<file path="src/rtl/kusc_pkg.sv">
package kusc_pkg;
  localparam int unsigned KEY_BITS = 64;
  localparam logic [KEY_BITS-1:0] UNLOCK_KEY = 64'h5CA33AC5_5CA33AC5;
endpackage

</file>
<file path="src/rtl/kusc_key_matcher.sv">
module kusc_key_matcher #(
  parameter int unsigned           KEY_W = 64,
  parameter logic [KEY_W-1:0]      KEY   = '0
) (
  input  logic clk_i,
  input  logic rst_ni,
  input  logic evt_valid_i,
  input  logic evt_write_i,
  input  logic evt_bit_i,
  input  logic busy_i,
  output logic hit_o
);
  localparam int unsigned PW = (KEY_W > 1) ? $clog2(KEY_W) : 1;
  localparam logic [PW-1:0] LAST = PW'(KEY_W - 1);

  logic          armed_q;
  logic [PW-1:0] ptr_q;
  logic          evt, match;

  assign evt   = evt_valid_i && !busy_i;
  assign match = armed_q && evt_write_i && (evt_bit_i == KEY[ptr_q]);
  assign hit_o = evt && match && (ptr_q == LAST);

  always_ff @(posedge clk_i or negedge rst_ni) begin
    if (!rst_ni) begin
      armed_q <= 1'b0;
      ptr_q   <= '0;
    end else if (evt) begin
      if (!evt_write_i) begin
        armed_q <= 1'b1;          // read arms / restarts
        ptr_q   <= '0;
      end else if (armed_q) begin
        if (match) begin
          if (ptr_q == LAST) begin
            armed_q <= 1'b0;
            ptr_q   <= '0;
          end else begin
            ptr_q <= ptr_q + 1'b1;
          end
        end else begin
          armed_q <= 1'b0;        // mismatch locks out
        end
      end
    end
  end
endmodule

</file>
<file path="src/rtl/kusc_xfer_engine.sv">
module kusc_xfer_engine #(
  parameter int unsigned NREG  = 8,
  parameter int unsigned REG_W = 8,
  localparam int unsigned XB   = NREG * REG_W,
  localparam int unsigned SW   = (NREG > 1) ? $clog2(NREG) : 1
) (
  input  logic             clk_i,
  input  logic             rst_ni,
  input  logic             start_i,
  input  logic [XB-1:0]    regs_i,
  input  logic             evt_valid_i,
  input  logic             evt_write_i,
  input  logic             evt_bit_i,
  input  logic             abort_i,
  output logic             active_o,
  output logic             rd_bit_o,
  output logic             wr_o,
  output logic [SW-1:0]    wr_sel_o,
  output logic [REG_W-1:0] wr_byte_o
);
  localparam int unsigned PW = $clog2(XB);
  localparam int unsigned BW = (REG_W > 1) ? $clog2(REG_W) : 1;

  logic             active_q;
  logic [PW-1:0]    pos_q;
  logic [XB-1:0]    shadow_q;
  logic [REG_W-1:0] asm_q, asm_n;
  logic             wr_ok_q, wr_ok_n;
  logic [BW-1:0]    bit_idx;
  logic [SW-1:0]    reg_idx;
  logic             last_bit;

  // position = register index : bit index (REG_W a power of two)
  assign bit_idx  = pos_q[BW-1:0];
  assign reg_idx  = SW'(pos_q >> BW);
  assign last_bit = (bit_idx == BW'(REG_W - 1));

  always_comb begin
    asm_n          = asm_q;
    asm_n[bit_idx] = evt_bit_i;
    wr_ok_n        = ((bit_idx == '0) ? 1'b1 : wr_ok_q) & evt_write_i;
  end

  always_ff @(posedge clk_i or negedge rst_ni) begin
    if (!rst_ni) begin
      active_q  <= 1'b0;
      pos_q     <= '0;
      shadow_q  <= '0;
      asm_q     <= '0;
      wr_ok_q   <= 1'b0;
      wr_o      <= 1'b0;
      wr_sel_o  <= '0;
      wr_byte_o <= '0;
    end else begin
      wr_o <= 1'b0;
      if (!active_q) begin
        if (start_i) begin
          active_q <= 1'b1;
          pos_q    <= '0;
          shadow_q <= regs_i;
          wr_ok_q  <= 1'b1;
        end
      end else if (abort_i) begin
        active_q <= 1'b0;         // partial register discarded
      end else if (evt_valid_i) begin
        pos_q   <= pos_q + 1'b1;
        wr_ok_q <= wr_ok_n;
        if (evt_write_i) asm_q <= asm_n;
        if (last_bit && wr_ok_n) begin
          wr_o      <= 1'b1;
          wr_sel_o  <= reg_idx;
          wr_byte_o <= asm_n;
        end
        if (pos_q == PW'(XB - 1)) active_q <= 1'b0;
      end
    end
  end

  assign active_o = active_q;
  assign rd_bit_o = active_q & shadow_q[pos_q];
endmodule

</file>
<file path="src/rtl/kusc_top.sv">
module kusc_top #(
  parameter int unsigned NREG        = 8,
  parameter int unsigned REG_W       = 8,
  parameter int unsigned RST_IGN_REG = 4,
  parameter int unsigned RST_IGN_BIT = 4,
  localparam int unsigned XB         = NREG * REG_W,
  localparam int unsigned SW         = (NREG > 1) ? $clog2(NREG) : 1
) (
  input  logic             clk_i,
  input  logic             rst_ni,
  input  logic             cyc_valid_i,
  input  logic             cyc_write_i,
  input  logic             cyc_bit_i,
  input  logic             abort_ni,
  input  logic [XB-1:0]    tk_regs_i,
  output logic             mem_inhibit_o,
  output logic             rd_bit_o,
  output logic             tk_wr_o,
  output logic [SW-1:0]    tk_wr_sel_o,
  output logic [REG_W-1:0] tk_wr_byte_o
);
  localparam int unsigned IGN_POS = RST_IGN_REG * REG_W + RST_IGN_BIT;

  logic hit, active, abort_req;

  assign abort_req = !abort_ni && !tk_regs_i[IGN_POS];

  kusc_key_matcher #(
    .KEY_W (kusc_pkg::KEY_BITS),
    .KEY   (kusc_pkg::UNLOCK_KEY)
  ) u_match (
    .clk_i       (clk_i),
    .rst_ni      (rst_ni),
    .evt_valid_i (cyc_valid_i),
    .evt_write_i (cyc_write_i),
    .evt_bit_i   (cyc_bit_i),
    .busy_i      (active),
    .hit_o       (hit)
  );

  kusc_xfer_engine #(
    .NREG  (NREG),
    .REG_W (REG_W)
  ) u_xfer (
    .clk_i       (clk_i),
    .rst_ni      (rst_ni),
    .start_i     (hit),
    .regs_i      (tk_regs_i),
    .evt_valid_i (cyc_valid_i),
    .evt_write_i (cyc_write_i),
    .evt_bit_i   (cyc_bit_i),
    .abort_i     (abort_req),
    .active_o    (active),
    .rd_bit_o    (rd_bit_o),
    .wr_o        (tk_wr_o),
    .wr_sel_o    (tk_wr_sel_o),
    .wr_byte_o   (tk_wr_byte_o)
  );

  assign mem_inhibit_o = active;
endmodule

</file>
<file path="config.mk">
export PLATFORM = sky130hd
export DESIGN_NAME = kusc_top
export DESIGN_NICKNAME = d
export VERILOG_FILES = /design/src/rtl/kusc_pkg.sv /design/src/rtl/kusc_key_matcher.sv /design/src/rtl/kusc_xfer_engine.sv /design/src/rtl/kusc_top.sv
export SDC_FILE = /design/constraint.sdc
export NUM_CORES = 1
export LEC_CHECK = 0
export ABC_AREA = 1
export BUFFER_PORTS_ARGS = -buffer_cell sky130_fd_sc_hd__clkbuf_2
export CAP_MARGIN = 0
export CORE_AREA = 2 2 95 189
export CTS_CLUSTER_DIAMETER = 30
export DETAILED_ROUTE_END_ITERATION = 10
export DIE_AREA = 0 0 97 191
export GPL_TIMING_DRIVEN = 0
export PLACE_DENSITY = 0.47
export SYNTH_ARGS = -nofsm -noshare
export SYNTH_HDL_FRONTEND = slang
export SYNTH_HIERARCHICAL = 1
export SYNTH_SLANG_ARGS = --single-unit
</file>
<file path="constraint.sdc">
create_clock -name clk_i -period 2.9 [get_ports clk_i]
set_input_delay 0.145 -clock clk_i [delete_from_list [all_inputs] [get_ports clk_i]]
set_output_delay 0.145 -clock clk_i [all_outputs]
set_load 0.03 [all_outputs]
</file>
# == Word level (Yosys, flattened, before mapping) ==
# Memories as Yosys holds them, arrays and structs flattened.
# Index checks and enable logic that the tools add are counted.
# totals
out_inout_bits,14
mem_bits_ro,64
memories,1
register_bits,99
in_bits,70
# op_classes
order_cmp,4
n_bitwise,4
eq_ne,8
n_mux,32
add_sub_neg,2
n_reduce_logical,18
# memory_table
memory,words,word_bits,rd,rd_ports_with_merged_regs,write_ports,line,text
(name not given),64,1,1,0,0,kusc_key_matcher.sv:21,assign match = armed_q && evt_write_i && (evt_bit_i == KEY[ptr_q]);
# ops
operator,n
6-bit 2-to-1 mux,8
1-bit 2-to-1 mux,21
6-bit by 7-bit less-than comparator with 1-bit output (second input constant),2
6-bit by 1-bit adder with 6-bit output (second input constant),2
6-bit == test (second input constant),2
8-bit bitwise mux,1
1-bit logical AND,8
4-bit AND reduction,2
1-bit binary-select mux with 6-bit select,1
3-bit AND reduction,2
3-bit by 4-bit less-than comparator with 1-bit output (second input constant),1
2-bit by 1-bit inequality test with 1-bit output (second input constant),2
2-bit inequality test (second input constant),2
1-bit demux with 3-bit select,1
3-bit == test (second input constant),1
3-bit by 1-bit greater-or-equal comparator with 1-bit output (second input constant),1
1-bit zero test,3
3-bit zero test,1
1-bit bitwise AND,2
1-bit NOT,2
2-bit AND reduction,1
2-bit nonzero test,1
1-bit == test,1

# == Logic depth before layout (Yosys ltp) ==
# logic_depth
ltp_word,8
ltp_mapped,15

# == Modules after synthesis ==
# Netlist, hierarchy kept.
# by_module_without_submodules
module,area_per_inst_um2,seq_area_each_um2,cells_per_inst,n_inst
kusc_xfer_engine,4463.0,2302.2,592,1
kusc_key_matcher,594.3,175.2,84,1
kusc_top,3.8,0.0,1,1

# == Worst setup path before layout ==
# Ideal clock, no wire load.
# synth_path
path_kind,register to register
from,register u_match.ptr_q[0]
to,register u_xfer.shadow_q[0]
arrival_time_ns,1.904
n_path_buf,2
period_less_slack_ns,2.035
setup_slack_ns,0.865
stages_incl_launch_ff,12
cell_sequence,dfrtp_1 > ha_1 > nand2_1 > inv_1 > nand2_1 > nor3_4 > nor3b_2 > inv_1 > nor2_1 > clkbuf_1 > clkbuf_1 > o21ai_0
# synth_via
elab_chain_len,7
word_cells_on_any_way,8
# synth_lines
item,line,text
from (decl),kusc_key_matcher.sv:17,logic [PW-1:0] ptr_q;
from (signal assigned),kusc_key_matcher.sv:38,ptr_q <= ptr_q + 1'b1;
memory 64 x 1 bit,--,
1-bit 2-to-1 mux (implied by the code),kusc_key_matcher.sv:21,
1-bit == test,kusc_key_matcher.sv:21,
1-bit logical AND,kusc_key_matcher.sv:21,
1-bit logical AND,kusc_key_matcher.sv:22,assign hit_o = evt && match && (ptr_q == LAST);
1-bit logical AND (*),kusc_key_matcher.sv:22,
named net hit,kusc_top.sv:24,"logic hit, active, abort_req;"
2-bit AND reduction (no line) (*),--,
to (signal assigned),kusc_xfer_engine.sv:60,shadow_q <= regs_i;
to (decl),kusc_xfer_engine.sv:26,logic [XB-1:0] shadow_q;
# The timed path passes the listed nets; every way through them passes the cells marked *. The select of a mux whose other input is x is not followed.
# A chain may end at the register's enable or synchronous reset.

# == Worst setup path in the final report ==
# layout_path
from,register u_match.ptr_q[0]
to,register u_xfer.shadow_q[39]
# The elaborated chain is that of the path after synthesis.

==> metrics.md <==
| Metric | Value |
|---|---|
| Top-count cell post-synth | nand2_1 |
| Io pins | 84 |
| Pre-antenna DRT Iters | 5 |
| # DRC | 0 |
| Worst min path class | input pin to flip-flop |
| Drt first-iter violations | roughly 190 |
| Vias | 4,414 |
| Clock sink count | slightly below 100 |
| Ys async rst share | 1.000 |
| Syn_nets | 751 |
| Synth top cells by count | 387 x nand2_1, 99 x dfrtp_1, 34 x inv_1, 21 x o21ai_0 |
| Final setup viols | 0 |
| Worst-Margin Slew | approximately 0.85 ns |
| Worst Path Arrival | around 2.8 ns |
| Root buffer cell | clkbuf_16 |
| Reg clk slew, reported paths | about 0.07 ns |
| Slew headroom | 0.4351 |
| Crit path kind | flip-flop to flip-flop |
| Avg Cell Area, Syn | ~7.5 um^2 |
| Die width | 97 um |
| Max Transition Viols Final | 0 |
| Final Wtd Congestion | about 0.8 |
| Bufs on Longest Clock Path | 2 |
| Sw frac | 0.2350 |
| Status | finished clean |
| Final Hold Vio Count | 0 |
| Fin crit period | about 2.6 ns |
| Drt via density | around 4.4 |
| Fin Setup TNS | 0 ns |
| Final HPWL DP | around 9700 um |
| Largest net degree at the start of global routing | 100 |
| Total wire length | between 10,000 and 15,000 um |
| # rows | 68 |
| Yosys top cell area share | 0.4895 |
| Tcrit/Tclk final | 0.8902 |
| Layout area overhead | 23.24% |
| Grt ovf | 0 |
| I/O Buffers | 83 |
| Worst-Skew Late Latency | around 0.34 ns |
| Post-synthesis sequential area ratio | 0.4895 |
| Power, Total | roughly 2.7 mW |
| ANT cells | 0 |
| Synth Flop Type | dfrtp_1 |
| Number of global-route vias before repair | approximately 4,300 |
| Yosys reg bits | 99 |
| Reg area | approximately 0.0025 mm^2 |
| Worst EP required | between 3 and 4 ns |
| Cell area after synthesis | 0.005061 mm^2 |
| Clock power share | 0.431 |
| Initial antenna violation count | 0 |
| Peak VDD IR | 0.2484 mV |
| Starting Density | 0.2959 |
| Crit end category | flip-flop |
| Startpoint Class | flip-flop |
| Gate count of the mapped netlist | 677 |
| Die H | approximately 190 um |
| Sequential fraction of design power | 0.514 |
| Setup Buffers After CTS | 0 |
| Post-synth EDFFs | 0 |
| Die ar. | between 0.015 and 0.02 mm^2 |
| Placeable Area | approximately 0.017 mm^2 |
| Lkg Pwr | between 3 and 4 nW |
| Pwr Density | ~430 mW/mm^2 |
| Top cells by area, synth | dfrtp_1 49%, nand2_1 29%, inv_1 2.5% |
| RSZ-0062 raised after global routing | false |
| Gr usage total | 0.1485 |
| P_int | about 2.1 mW |
| Drt wl/cell | 13.11 um |
| Share of layout cells above drive strength 1 | 0.1947 |
| Nets | 865 |
| H-tree depth | 3 |
| Cell variety after synth | 34 |
| Yosys top cell by area | dfrtp_1 |
| Yosys warns | 6 |
| First-pass GRT wire length | 21,960 um |
| Switch Pwr | 0.6375 mW |
| Max Cap Viol | 0 |
| Filler cells | 1,851 |
| CP Max Fanout | 10 |
| Num CTS Buffers | 9 |
| Clock skew | approximately 0.0062 ns |
| Multi-input logic area | between 0.002 and 0.0025 mm^2 |
| CTS tree | done |
| Logic pwr share | 0.055 |
| Max Freq | approximately 390 MHz |
| Antenna Nets Post-Route | 0 |
## layout by cell type (no fill, tap or decap), drive strengths merged, types with 6 or more instances in the layout
cell,instances
nand2,393
clkbuf,102
dfrtp,99
inv,44
o21ai,33
nor2,25
nand3,25
dlygate4sd3,20
buf,19
a21oi,7
nor3,7
mux2,6
## per-layer routing
| metal | vias up | GRT usage | share of wire |
|---|---|---|---|
| li1 | 2310 | - | - |
| met1 | 2010 | 0.1848 | 0.45 |
| met2 | 84 | 0.2623 | 0.51 |
| met3 | 10 | 0.02523 | 0.028 |
| met4 | 0 | 0.04442 | 0.016 |
| met5 | - | 0 | 0 |
## kinds of logic after synthesis
logic type,Yosys count,share of synthesized area
simple gates,455,0.3745
buf+inv,70,0.06873
xor+xnor,1,0.001731
flops,99,0.4895
fa+ha+maj,4,0.009889
mux,6,0.01335
compound gates,42,0.04228
## path summary, 6_finish.rpt
| path | endpoint | slack, ns | cells past startpoint | startpoint |
|---|---|---|---|---|
| max in group asynchronous | u_xfer/shadow_q[21] | 1.85 | 2 | rst_ni |
| worst max register to register | u_xfer/shadow_q[39] | 0.32 | 11 | u_match/ptr_q[0] |
| min in group asynchronous | u_match/ptr_q[4] | 0.42 | 2 | rst_ni |
| worst min-delay path | u_xfer/shadow_q[13] | 0.002 | 3 | tk_regs_i[13] |
| worst min register to register | u_xfer/shadow_q[13] | 0.47 | 2 | u_xfer/shadow_q[13] |
| worst max-delay path | u_xfer/shadow_q[39] | 0.32 | 11 | u_match/ptr_q[0] |
## area by class of cell
class,count,area share
Sequential cell,99,0.3972
Multi-Input combinational cell,508,0.3585
Timing Repair Buffer,103,0.1001
Tap cell,210,0.04213
Clock buffer,11,0.03892
Inverter,43,0.02889
Buffer,27,0.02708
Clock inverter,5,0.007222
## power groups by stage
stage | Clock (mW) | Combinational [mW] | Sequential, mW
3_3_place_gp | 0 | 0.131 | 1.42
4_1_cts | 1.21 | 0.155 | 1.39
6_report | 1.17 | 0.149 | 1.40
5_1_grt | 1.27 | 0.171 | 1.40
2_1_floorplan | 0 | 0.0443 | 1.42
3_5_place_dp | 0 | 0.133 | 1.42
## sequential cells by signal, indices dropped and copies added, names as in the netlist
signal	flops
u_xfer/wr_o	1
u_xfer/wr_byte_o	8
u_xfer/shadow_q	64
u_match/armed_q	1
u_xfer/asm_q	8
u_xfer/pos_q	6
u_xfer/active_o	1
u_match/ptr_q	6
u_xfer/wr_sel_o	3
u_xfer/wr_ok_q	1
## metrics by stage
step	std cells	hold WS, ns	setup WS [ns]	utilization	cell area [um^2]
3_3_place_gp	970	0.3462	0.09928	0.3356	5739
2_1_floorplan	677	-0.1506	0.8645	-	5061
4_1_cts	1006	0.0001201	0.07094	0.3646	6236
5_1_grt	1006	0.001258	0.02624	0.3647	6237
3_5_place_dp	970	0.3072	0.1061	0.3361	5748
6_report	1006	0.002492	0.3183	0.3647	6237
## what timing repair did
action / 4_1_cts / 5_1_grt
resized for setup: 0 / 2
hold endpoints to repair: 118 / 0
hold buffers: 20 / 0
endpoints found under the setup margin: 0 / 30
## critical path, stage by stage (launching register included)
cell and delay (ns):
dfrtp_1 0.46, ha_1 0.20, nand2_1 0.05, inv_1 0.08
nand2_1 0.11, nor3_4 0.21, nor3b_2 0.19, inv_1 0.05
nor2_1 0.17, clkbuf_2 0.36, clkbuf_1 0.42, o21ai_0 0.14
No activity file was read; power rests on OpenSTA's default activity.
